**config.mk**
```make
export PLATFORM = sky130hd
export DESIGN_NAME = aes8_encryptor
export DESIGN_NICKNAME = d
export VERILOG_FILES = /design/src/rtl/aes8_encryptor.sv
export SDC_FILE = /design/constraint.sdc
export NUM_CORES = 2
export LEC_CHECK = 0
export ABC_CLOCK_PERIOD_IN_PS = 31600
export CAP_MARGIN = 20
export CORE_MARGIN = 1
export CORE_UTILIZATION = 45
export CTS_BUF_LIST = sky130_fd_sc_hd__clkbuf_16
export DETAILED_ROUTE_END_ITERATION = 12
export HOLD_SLACK_MARGIN = 0.02
export MAX_ROUTING_LAYER = met4
export PLACE_DENSITY = 0.7
export SLEW_MARGIN = 20
export SYNTH_ARGS = -nofsm -noshare
export SYNTH_HDL_FRONTEND = slang
export SYNTH_SLANG_ARGS = --single-unit
```
**constraint.sdc**
```tcl
create_clock -name clk -period 31.6 [get_ports clk]
set_input_delay 3.16 -clock clk [delete_from_list [all_inputs] [get_ports clk]]
set_output_delay 3.16 -clock clk [all_outputs]
set_load 0.01 [all_outputs]
```
**src/rtl/aes8_encryptor.sv**
```systemverilog
module aes8_encryptor (
  input  logic       clk,
  input  logic       rst_n,
  input  logic       key_we,
  input  logic [7:0] key_addr,
  input  logic [7:0] key_din,
  input  logic       pt_valid,
  input  logic [7:0] pt_byte,
  output logic       busy,
  output logic       done,
  output logic       ct_valid,
  output logic [7:0] ct_byte
);
  localparam int NBYTES = 16;
  localparam int NROUND = 10;
  localparam int KDEPTH = (NROUND + 1) * NBYTES;
  localparam logic [7:0] KLAST = 8'(KDEPTH - 1);
  localparam logic [5:0] RLAST = 6'd35;
  localparam logic [3:0] RFINAL = 4'(NROUND);

  typedef enum logic [1:0] {IDLE, RUN, OUT} st_t;

  st_t        st;
  logic [7:0] kmem [0:KDEPTH-1];
  logic [7:0] smem [0:NBYTES-1];
  logic [7:0] tmem [0:NBYTES-1];
  logic [3:0] idx, rnd;
  logic [5:0] cnt;
  logic [23:0] sp;
  logic [31:0] hold;

  function automatic logic [7:0] xt(input logic [7:0] a);
    return {a[6:0], 1'b0} ^ (a[7] ? 8'h1b : 8'h00);
  endfunction

  function automatic logic [7:0] gmul(input logic [7:0] a, input logic [7:0] b);
    logic [7:0] p, x;
    p = 8'h00;
    x = a;
    for (int i = 0; i < 8; i++) begin
      if (b[i]) p = p ^ x;
      x = xt(x);
    end
    return p;
  endfunction

  function automatic logic [7:0] sbox(input logic [7:0] a);
    logic [7:0] r, sq, v, o;
    r  = 8'h01;
    sq = a;
    for (int i = 1; i < 8; i++) begin
      sq = gmul(sq, sq);
      r  = gmul(r, sq);
    end
    v = r;
    for (int i = 0; i < 8; i++)
      o[i] = v[i] ^ v[(i+4)%8] ^ v[(i+5)%8] ^ v[(i+6)%8] ^ v[(i+7)%8];
    return o ^ 8'h63;
  endfunction

  function automatic logic [7:0] colbyte(input logic [31:0] h, input logic [1:0] j, input logic mix);
    logic [7:0] b [4];
    logic [1:0] j1, j2, j3;
    for (int i = 0; i < 4; i++) b[i] = h[31-8*i -: 8];
    j1 = j + 2'd1;
    j2 = j + 2'd2;
    j3 = j + 2'd3;
    if (!mix) return b[j];
    return xt(b[j]) ^ xt(b[j1]) ^ b[j1] ^ b[j2] ^ b[j3];
  endfunction

  logic       ld_we, sub_we, wb_we, kw_ok;
  logic [3:0] widx, saddr;
  logic [1:0] dcol;
  logic [7:0] kaddr, key_rd, tbyte, sdata;

  assign ld_we  = (st == IDLE) && pt_valid;
  assign sub_we = (st == RUN) && (cnt < 6'd16);
  assign wb_we  = (st == RUN) && (cnt >= 6'd20);
  assign kw_ok  = key_we && (st == IDLE) && (key_addr <= KLAST);
  assign widx   = cnt[3:0] - 4'd4;
  assign dcol   = cnt[3:2] - cnt[1:0];
  assign kaddr  = (st == IDLE) ? {4'd0, idx} : {rnd, widx};
  assign key_rd = kmem[kaddr];
  assign tbyte  = tmem[cnt[3:0]];
  assign saddr  = ld_we ? idx : widx;
  assign sdata  = (ld_we ? pt_byte : colbyte(hold, widx[1:0], rnd != RFINAL)) ^ key_rd;

  assign busy     = (st != IDLE);
  assign ct_valid = (st == OUT);
  assign ct_byte  = smem[idx];

  always_ff @(posedge clk) begin
    if (kw_ok) kmem[key_addr] <= key_din;
    if (ld_we || wb_we) smem[saddr] <= sdata;
    if (sub_we) tmem[{dcol, cnt[1:0]}] <= sbox(smem[cnt[3:0]]);
  end

  always_ff @(posedge clk) begin
    if (!rst_n) begin
      st   <= IDLE;
      idx  <= '0;
      rnd  <= '0;
      cnt  <= '0;
      done <= 1'b0;
      sp   <= '0;
      hold <= '0;
    end else begin
      done <= 1'b0;
      case (st)
        IDLE: if (pt_valid) begin
          idx <= idx + 4'd1;
          if (idx == 4'd15) begin
            st  <= RUN;
            rnd <= 4'd1;
            cnt <= '0;
          end
        end
        RUN: begin
          if (cnt >= 6'd16 && cnt < 6'd32) begin
            sp <= {sp[15:0], tbyte};
            if (cnt[1:0] == 2'd3) hold <= {sp, tbyte};
          end
          cnt <= cnt + 6'd1;
          if (cnt == RLAST) begin
            cnt <= '0;
            if (rnd == RFINAL) begin
              st   <= OUT;
              idx  <= '0;
              done <= 1'b1;
            end else begin
              rnd <= rnd + 4'd1;
            end
          end
        end
        OUT: begin
          idx <= idx + 4'd1;
          if (idx == 4'd15) st <= IDLE;
        end
        default: st <= IDLE;
      endcase
    end
  end

  a_r3_run_after_last_byte: assert property (@(posedge clk) disable iff (!rst_n)
    (st == IDLE && pt_valid && idx == 4'd15) |=> (busy && st == RUN && cnt == 6'd0 && rnd == 4'd1));
  a_r4_done_single: assert property (@(posedge clk) disable iff (!rst_n)
    done |=> !done);
  a_r4_done_after_final: assert property (@(posedge clk) disable iff (!rst_n)
    $rose(done) |-> $past(st == RUN && rnd == RFINAL && cnt == RLAST));
  a_r5_done_opens_readout: assert property (@(posedge clk) disable iff (!rst_n)
    done |-> (ct_valid && idx == 4'd0));
  a_r8_idle_after_readout: assert property (@(posedge clk) disable iff (!rst_n)
    (ct_valid && idx == 4'd15) |=> (!busy && !ct_valid));
  a_r6_no_key_write_busy: assert property (@(posedge clk) disable iff (!rst_n)
    busy |-> !kw_ok);
endmodule

```
==> reports/metrics.csv <==
stage;metric;value;unit
sta;hold_viol;0;
routing;vias;48600;
job;timing.max_cap.violations;0;
placed_design;globalplace.congestion;0.890;
synthesis;async_flop_share;0;
synthesis;ys_seq_elements;1745;
clock_tree;cts_tree;yes;
sta;finalCriticalPeriod;20.79;ns
clock_tree;cts-resized-gates;0;
sta;slew-limit-headroom;0.208;
global_route;overflow;0;
placed_design;place_hpwl;126000;um
final_layout;final_cell_mix;edfxtp_1, nor2_1, mux4_2;
worst_setup_path;cpMaxStageDelayCell;ha_1;
worst_setup_path;max_stage_delay;0.89;ns
clock_tree;clock_path_buffers;3;
worst_setup_path;cp_max_fo;30;
global_route;grt_pass1_vias;48000;
floorplanning;dieArea;191000;um^2
floorplanning;start_util;0.453;
synthesis;synth_top_area_share;0.588;
sta;min_period_over_period;0.658;
clock_tree;postCtsSetupBuffers;0;
floorplanning;coreArea;188000;um^2
sta;skew;0.0278;ns
final_layout;area_delta_synth_final;9.85;%
global_route;grt_max_degree;133;
sta;final_max_slew_viol_count;0;
run_status;status;finished with violations;
synthesis;syn_inst;5563;
sta;setup_tns;0;ns
routing;viasPerCell;5.97;
routing;drt_iter0_markers;5592;
worst_setup_path;worstPathArrival;21.22;ns
placed_design;place_inst;7841;
floorplanning;ios;39;
placed_design;pre_cts_ws;10.95;ns
clock_tree;clock_sinks;1745;
worst_setup_path;crit_cells;54;
synthesis;yosysSeqAreaShare;0.607;
clock_tree;htreeDepth;4;
routing;postRouteAntennaNets;0;
floorplanning;std_cell_rows;159;
synthesis;synthesis.area;85000;um^2
synthesis;synth_cell_types;96;
routing;drt_wl_total;202000;um
synthesis;synth_area_leader_cell;edfxtp_1;
sta;rsz0062_at_grt;no;
worst_setup_path;path_class;reg2reg;
floorplanning;chipWidth;437;um
routing;route.detailed.drc;8;
synthesis;synth_edf_count;1664;
synthesis;synth.top_cells.by_area;edfxtp_1, mux4_2, xnor2_1;
worst_setup_path;reg2reg_depth;54;
global_route;track_usage;0.217;
clock_tree;ctsHoldBuffers;0;
sta;setup_viol_count_final;0;
sta;fmax;0.0481;GHz
final_layout;finalNetCount;5558;
clock_tree;clkTransAtPathRegs;0.06;ns
hold_path;hold_path_class;reg2reg;
worst_setup_path;worstPathBufferInverterCount;5;
routing;dr.pass1.iters;9;
final_layout;final_core_util;0.497;
run_status;violations;design-rule violations;
placed_design;port_buffers;38;
worst_setup_path;crit_family;XOR/XNOR gates;
routing;wire_per_inst;24.8;um
synthesis;synth_ff_type;edfxtp_1;
sta;fin_ws;10.81;ns
clock_tree;clock-root-buffer;clkbuf_16;
global_route;grt_first_pass_wirelength;307000;um
synthesis;syn_nets;5609;
final_layout;instances_no_fill;8140;
global_route;antenna_found_initial;3;
hold_path;hold_depth;2;
worst_setup_path;start_kind;flip-flop;
worst_setup_path;crit_required;32.03;ns
clock_tree;clock_latency;0.80;ns
final_layout;mostFrequentLayoutCell;edfxtp_1;
clock_tree;cts_buffers;162;
worst_setup_path;endpoint_kind;flip-flop;
final_layout;drive_gt1_frac;0.173;
floorplanning;die_y;437;um
sta;tightestPinTransition;1.18;ns
synthesis;yosysWarnings;0;
worst_setup_path;crit_top_cell;xnor3_1;
synthesis;syn_area_per_cell;15.3;um^2
synthesized netlist by cell type, types with 20 or more instances:
master	count
buf_1	61
a211oi_1	193
o211ai_1	20
clkbuf_1	260
nand2b_1	21
xnor2_2	22
mux4_2	488
nor2b_1	105
o21ai_0	84
inv_1	21
nand3_1	62
dfxtp_1	81
o22ai_1	30
xnor3_1	94
nand2_1	385
xor2_1	115
xnor2_1	407
nor3_1	63
a21oi_1	206
nor2_1	541
buf_2	40
edfxtp_1	1664
mux2i_1	149
a21boi_0	57
mux2_2	26
logic make-up (layout without fill, tap and decap cells):
kind of cell | Yosys count | count (layout) | synth area share
other cells | 0 | 1 | 0
fa+ha+maj | 23 | 23 | 0.00324
compound gates | 761 | 761 | 0.0600
xor+xnor | 675 | 675 | 0.0929
mux | 666 | 666 | 0.151
flops | 1745 | 1745 | 0.607
simple gates | 1291 | 1291 | 0.0668
buf+inv | 402 | 483 | 0.0192
stage by stage:
stage | hold WS (ns) | area (um^2)
after global routing | 0.490 | 93400
after floorplan | 0.441 | 85000
final | 0.465 | 93400
after detailed placement | 0.460 | 88100
after global placement | 0.451 | 88100
after CTS | 0.468 | 93300
final timing paths:
check | start | end | slack, ns
max | flip-flop | tmem[9][7] | 10.81
min | sp[20] | hold[28] | 0.47
max reg2reg | flip-flop | tmem[9][7] | 10.81
min reg2reg | sp[20] | hold[28] | 0.47
final cells by class:
type	instances	area, um^2
timing repair buffer	157	1360
inverter	30	113
multi-input combinational	3416	32000
fill	15400	94400
sequential	1745	51600
clock inverter	132	1050
tap	2495	3120
clock buffer	164	4100
antenna	1	2.50
flip-flops by register name, indices dropped and copies added, names as in the netlist, named ones only:
register  count
tmem        128
rnd           4
kmem       1408
st            2
hold         32
smem        128
cnt           6
idx           4
sp           24
done          1
routing by layer:
metal | vias up | track usage | routed length [um]
met3 | 288 | 0.0292 | 14500
met4 | 0 | 0.0573 | 4660
met2 | 1918 | 0.345 | 99000
li1 | 21400 | - | -
met5 | - | - | 0
met1 | 24900 | 0.295 | 83700
worst min-delay path, delay by kind of cell, from the launching register on:
kind / cells / cell delay (ns)
flip-flops: 1 / 0.31
AO/OA/AOI/OAI: 1 / 0.06
AND/OR/NAND/NOR: 1 / 0.05
Power is left out: the tool's default activity adds up to more than one toggle a clock period on the data nets, which glitch-free logic cannot reach.
